<file path="config.mk">
export PLATFORM = sky130hd
export DESIGN_NAME = busown_ctrl
export DESIGN_NICKNAME = d
export VERILOG_FILES = /design/src/rtl/busown_pkg.sv /design/src/rtl/busown_grant_sync.sv /design/src/rtl/busown_beat_cnt.sv /design/src/rtl/busown_ctrl.sv
export SDC_FILE = /design/constraint.sdc
export NUM_CORES = 1
export LEC_CHECK = 0
export BUFFER_PORTS_ARGS = -buffer_cell sky130_fd_sc_hd__buf_2
export CORE_AREA = 2 2 39 41
export DETAILED_ROUTE_END_ITERATION = 10
export DIE_AREA = 0 0 41 43
export GPL_TIMING_DRIVEN = 0
export SYNTH_ARGS = -nofsm -noshare
export SYNTH_HDL_FRONTEND = slang
export SYNTH_SLANG_ARGS = --single-unit
</file>
<file path="constraint.sdc">
create_clock -name clk -period 3 [get_ports clk]
set_clock_uncertainty 0.1 [all_clocks]
set_input_delay 0.9 -clock clk [delete_from_list [all_inputs] [get_ports clk]]
set_output_delay 0.9 -clock clk [all_outputs]
set_load 0.1 [all_outputs]
</file>
<file path="src/rtl/busown_pkg.sv">
package busown_pkg;

   typedef enum logic {
      OWN_IDLE = 1'b0,
      OWN_XFER = 1'b1
   } own_state_e;

   function automatic int unsigned beats_width(input int unsigned max_beats);
      return (max_beats > 1) ? $clog2(max_beats) : 1;
   endfunction

endpackage

</file>
<file path="src/rtl/busown_grant_sync.sv">
module busown_grant_sync #(
   parameter int unsigned STAGES    = 2,
   parameter bit          RESET_VAL = 1'b1
) (
   input  logic clk,
   input  logic rst_n,
   input  logic d_in,
   output logic q_out
);

   generate
      if (STAGES == 0) begin : g_bypass
         assign q_out = d_in;
      end else begin : g_chain
         logic [STAGES-1:0] chain_q;
         always_ff @(posedge clk or negedge rst_n) begin
            if (!rst_n) begin
               chain_q <= {STAGES{RESET_VAL}};
            end else if (STAGES == 1) begin
               chain_q[0] <= d_in;
            end else begin
               chain_q <= {chain_q[STAGES-2:0], d_in};
            end
         end
         assign q_out = chain_q[STAGES-1];
      end
   endgenerate

endmodule

</file>
<file path="src/rtl/busown_beat_cnt.sv">
module busown_beat_cnt #(
   parameter int unsigned SINGLE_BEATS = 1,
   parameter int unsigned BURST_BEATS  = 4
) (
   input  logic clk,
   input  logic rst_n,
   input  logic load,
   input  logic load_burst,
   input  logic beat,
   output logic last
);

   localparam int unsigned MaxBeats = (BURST_BEATS > SINGLE_BEATS) ? BURST_BEATS : SINGLE_BEATS;
   localparam int unsigned CntW     = busown_pkg::beats_width(MaxBeats);
   localparam logic [CntW-1:0] SingleInit = CntW'(SINGLE_BEATS - 1);
   localparam logic [CntW-1:0] BurstInit  = CntW'(BURST_BEATS - 1);

   logic [CntW-1:0] remain_q;

   always_ff @(posedge clk or negedge rst_n) begin
      if (!rst_n) begin
         remain_q <= '0;
      end else if (load) begin
         remain_q <= load_burst ? BurstInit : SingleInit;
      end else if (beat && (remain_q != '0)) begin
         remain_q <= remain_q - 1'b1;
      end
   end

   assign last = (remain_q == '0);

endmodule

</file>
<file path="src/rtl/busown_ctrl.sv">
module busown_ctrl #(
   parameter int unsigned SYNC_STAGES  = 2,
   parameter int unsigned SINGLE_BEATS = 1,
   parameter int unsigned BURST_BEATS  = 4
) (
   input  logic clk,
   input  logic rst_n,
   input  logic grant_n_in,
   input  logic req_valid,
   input  logic req_burst,
   output logic req_ack,
   output logic req_done,
   input  logic ta_n,
   output logic bus_drv_n,
   output logic ts_n,
   output logic cs_n
);
   import busown_pkg::*;

   generate
      if (SINGLE_BEATS < 1) begin : g_bad_single
         $error("busown_ctrl: SINGLE_BEATS must be at least 1");
      end
      if (BURST_BEATS < 1) begin : g_bad_burst
         $error("busown_ctrl: BURST_BEATS must be at least 1");
      end
      if (SYNC_STAGES > 8) begin : g_bad_sync
         $error("busown_ctrl: SYNC_STAGES above 8 is not supported");
      end
   endgenerate

   own_state_e state_q;
   logic       grant_n_s;
   logic       grant_ok;
   logic       beat_last;
   logic       in_xfer;
   logic       beat_seen;
   logic       final_beat;
   logic       accept;

   busown_grant_sync #(
      .STAGES    (SYNC_STAGES),
      .RESET_VAL (1'b1)
   ) i_grant_sync (
      .clk   (clk),
      .rst_n (rst_n),
      .d_in  (grant_n_in),
      .q_out (grant_n_s)
   );

   assign grant_ok   = ~grant_n_s;
   assign in_xfer    = (state_q == OWN_XFER);
   assign beat_seen  = in_xfer & ~ta_n;
   assign final_beat = beat_seen & beat_last;
   assign accept     = req_valid & grant_ok & (~in_xfer | final_beat);

   busown_beat_cnt #(
      .SINGLE_BEATS (SINGLE_BEATS),
      .BURST_BEATS  (BURST_BEATS)
   ) i_beat_cnt (
      .clk        (clk),
      .rst_n      (rst_n),
      .load       (accept),
      .load_burst (req_burst),
      .beat       (beat_seen),
      .last       (beat_last)
   );

   always_ff @(posedge clk or negedge rst_n) begin
      if (!rst_n) begin
         state_q   <= OWN_IDLE;
         bus_drv_n <= 1'b1;
         ts_n      <= 1'b1;
         cs_n      <= 1'b1;
      end else begin
         ts_n <= ~accept;
         if (accept) begin
            state_q   <= OWN_XFER;
            bus_drv_n <= 1'b0;
            cs_n      <= 1'b0;
         end else if (final_beat) begin
            state_q   <= OWN_IDLE;
            bus_drv_n <= 1'b1;
            cs_n      <= 1'b1;
         end
      end
   end

   assign req_ack  = accept;
   assign req_done = final_beat;

endmodule

</file>
======== Word level (Yosys, flattened, before mapping) ========
Index checks and enable logic that the tools add are counted.
Widths: inputs -> output; s select.
word-level totals
  bits in registers ....................... 7
  input bits .............................. 6
  output and inout bits ................... 5
operators by class
  add/subtract/negate cells ............... 1
  mux-type cells .......................... 7
  bitwise logic cells ..................... 9
  reduce and logical (&&, ||, !) cells .... 5
operators with widths
  kind                 number
  $mux 2               3
  $reduce_bool 2->1    3
  $and 1x1->1          4
  $mux 1               4
  $not 1->1            4
  $logic_not 2->1      1
  $sub 2x1->2 const B  1
  $logic_and 1x1->1    1
  $or 1x1->1           1

======== Logic depth before layout (Yosys ltp) ========
  depth after elaboration ................. 6
  depth in mapped cells ................... 5

======== Cells and area by module ========
Synthesis repeated with hierarchy kept, for this count alone.
unflattened totals
  cells, all modules ...................... 29
  area, all modules ....................... 344.1 um^2
by module, submodules not included
  module             times used  cells an instance  area an instance (um^2)
  busown_ctrl        1           14                 158.9
  busown_beat_cnt    1           13                 132.6
  busown_grant_sync  1           2                  52.6

======== Least setup slack after synthesis ========
Ideal clock, no wire load.
  path kind ............................... input-to-output
  start ................................... input ta_n
  end ..................................... output req_ack
  arrival ................................. 2.634 ns
  data required time ...................... 2.000 ns
  path slack .............................. -0.634 ns
  stages .................................. 2
  path buffers ............................ 0
  path through ............................ nand2b_1 -> a21oi_1
on the way
  word-level cells in the longest chain between the ends .. 5
ends and longest elaborated chain
  element          line               RTL
  start, declared  busown_ctrl.sv:13  input logic ta_n,
  $not 1->1        busown_ctrl.sv:53  assign beat_seen = in_xfer & ~ta_n;
  $and 1x1->1      busown_ctrl.sv:53
  $and 1x1->1      busown_ctrl.sv:54  assign final_beat = beat_seen & beat_last;
  $or 1x1->1       busown_ctrl.sv:55  assign accept = req_valid & grant_ok & (~in_xfer | final_beat);
  $and 1x1->1      busown_ctrl.sv:55
  end, declared    busown_ctrl.sv:11  output logic req_ack,
No other way between the ends.

======== Worst setup path after layout ========
Same ends and word-level chain as after synthesis.

==> results.cfg <==
[global_routing]
use_met1_pct = 14.5
grt_overflow = 0
use_met2_pct = 13.1
track_usage_pct = 10.2
globalRoute.busiestLayer = met1
antenna_found_initial = 0
grt_max_degree = 9
grt_pass1_vias = 283
grt_pass1_wl_um = 1200
met3_usage_pct = 1.57

[cells_and_area]
areaGrowthSynthToFinish_pct = 27.9
final.fill_count = 152
layout-drive-gt1-share_pct = 40.8
multiInputGateArea_um2 = 160
n_antenna_cell = 0
fin_nets = 57
seq_area_um2 = 180
design_area_um2 = 459
post-route-util_pct = 33.2
final_cells = 65

[logic_synthesis]
synth.top_cell.area_share_pct = 29.3
synth_seq_cells = 7
netlist_area_um2 = 359
synth_cells = 35
yosys.area.top_type = dfstp_2
synth_nets = 42
synth_common_cells = 4 x dfstp_2, 4 x inv_1, 3 x dfrtp_1, 3 x nand2_1, 3 x or3_1
yosys_warnings = 0
async_flop_share_pct = 100
ys_types = 21
synth-edff-count = 0
synthFlopType = dfstp_2
yosysSeqAreaShare_pct = 50.2
avgSynthCellArea_um2 = 10.3
synth_area_leaders = dfstp_2 29%, dfrtp_1 21%, or3_1 5.2%

[timing]
tns_ns = 0
worst_pin_slew_ns = 0.492
hold_ws_ns = 0.254
fmax_mhz = 344
fin_crit_sh_pct = 96.8
layout_min_cycle_time_ns = 2.90
rsz0062_at_grt = no
relSlewSlack_pct = 67.4
setup_viol = 0
worst_slack_ns = 0.0965
finalMaxSlewViolations = 0
hold_viol_final = 0

[placement]
gp_congestion = 0.671
place_ws_ns = 0.105
place_area_um2 = 433
hpwlAfterDp_um = 521
numPlacedInstances = 61
port_buffers = 10

[drt]
viasPerCell = 4.42
drc = 0
drtPass1Iterations = 2
via_count = 287
avgRoutedWirePerCell_um = 10.9
wl_um = 708
drt_iter0_drc = 2
drtAntennaViolNets = 0

[power]
power_mw = 0.549
power.clock.fraction_pct = 15.6
power_density_nw_per_um2 = 1200
peakVddDrop_mv = 0.435
pwr-share-comb_pct = 55.4
p_sw_share_pct = 51.5
switchingPower_mw = 0.283
p_leak_nw = 0.223
pwr-share-seq_pct = 29.0
p_int_mw = 0.266

[worst_setup_path]
crit_required_ns = 2.00
crit_chain = buf_2, nand2b_1, a21oi_2, buf_2
startpoint_type = primary input
crit_path_max_incr_delay_ns = 0.46
cpMostUsedCell = buf_2
cp_slowest_cell = buf_2
critPathKind = in2out
path_max_fanout = 7
cp-end-kind = primary output
cp_data_arrival_time_ns = 1.90

[cts]
cts_setup_buffers = 0
h-tree-depth = 1
cts_root_buf = clkbuf_4
cts_tree = built
numCtsBuffers = 3
clkTransAtPathRegs_ns = 0.05
clk_latency_ns = 0.25
cts_resized = 0
cts_hold_buffers = 0
clockBufferDepth = 2
clkSinkCount = 7

[floorplanning]
core_area_um2 = 1380
io_pins = 11
die_h_um = 43
dieWidth_um = 41
start_util_pct = 25.9
die_area_um2 = 1760
rows = 14

[hold_path]
hold_path_class = reg2reg

[flow_run]
cap_violations = 0

[status]
status = finished clean
-- final cells by class --
class | instances | share of cell area [%]
sequential | 7 | 39.2
multi-input combinational | 23 | 34.9
timing repair buffer | 10 | 10.9
clock buffer | 4 | 5.72
tap | 16 | 4.36
inverter | 4 | 3.27
buffer | 1 | 1.63
-- power groups by stage --
| stage | Combinational [mW] | Clock (mW) | Sequential, mW |
|---|---|---|---|
| 2_1_floorplan | 0.195 | 0 | 0.225 |
| 3_3_place_gp | 0.300 | 0 | 0.160 |
| 3_5_place_dp | 0.304 | 0 | 0.161 |
| 4_1_cts | 0.306 | 0.0920 | 0.160 |
| 5_1_grt | 0.324 | 0.0946 | 0.165 |
| 6_report | 0.304 | 0.0857 | 0.159 |
-- cell families after synthesis --
group,share of synthesized area [%]
flip-flops,50.2
AND/OR/NAND/NOR,30.0
buffers and inverters,6.27
AO/OA/AOI/OAI,10.1
adder cells (fa/ha/maj),3.48
-- routing by layer --
layer  vias up  part of all wire (%)
li1        147                     -
met1       132                    51
met2         8                    43
met3         0                   6.2
met4         0                     0
met5         -                     0
-- critical path: cells and delay by family --
family | cells | cell delay [ns]
buf+inv | 2 | 0.59
compound gates | 1 | 0.23
simple gates | 1 | 0.17
-- sequential cells by signal (all words and copies together), names as in the netlist --
name and flops:
in_xfer 1, cs_n 1, i_grant_sync.g_chain.chain_q 2, ts_n 1, i_beat_cnt.remain_q 2
-- worst paths after layout --
check | start | end | slack (ns) | cells after the start
max | ta_n | req_ack | 0.1 | 4
min | i_grant_sync.g_chain.chain_q[0] | i_grant_sync.g_chain.chain_q[1] | 0.25 | 0
max reg2reg | i_beat_cnt.remain_q[0] | i_beat_cnt.remain_q[0] | 1.48 | 5
min in group asynchronous | rst_n | i_beat_cnt.remain_q[1] | 0.37 | 1
min reg2reg | i_grant_sync.g_chain.chain_q[0] | i_grant_sync.g_chain.chain_q[1] | 0.25 | 0
max in group asynchronous | rst_n | i_grant_sync.g_chain.chain_q[0] | 2.19 | 1
-- cells in the final DEF (no fill, tap or decap) --
| cell type | Yosys | layout |
|---|---|---|
| nor3b_1 | 1 | 1 |
| and3b_1 | 1 | 1 |
| nand3_1 | 1 | 1 |
| a21oi_2 | 0 | 1 |
| clkbuf_4 | 0 | 3 |
| inv_1 | 4 | 4 |
| a221oi_1 | 1 | 1 |
| clkbuf_1 | 0 | 1 |
| or3_1 | 3 | 3 |
| buf_2 | 0 | 10 |
| o21ai_0 | 1 | 1 |
| nand2b_4 | 1 | 1 |
| nor3_1 | 1 | 1 |
| nor2_1 | 2 | 2 |
| ha_1 | 1 | 1 |
| a21o_1 | 1 | 1 |
| buf_4 | 1 | 1 |
| nand2_1 | 3 | 3 |
| nand2b_1 | 1 | 1 |
| nand4bb_1 | 1 | 1 |
| dfstp_2 | 4 | 4 |
| a32o_1 | 1 | 1 |
| dfrtp_1 | 3 | 3 |
| nor2b_1 | 2 | 2 |
No activity file was read; power rests on OpenSTA's default activity.
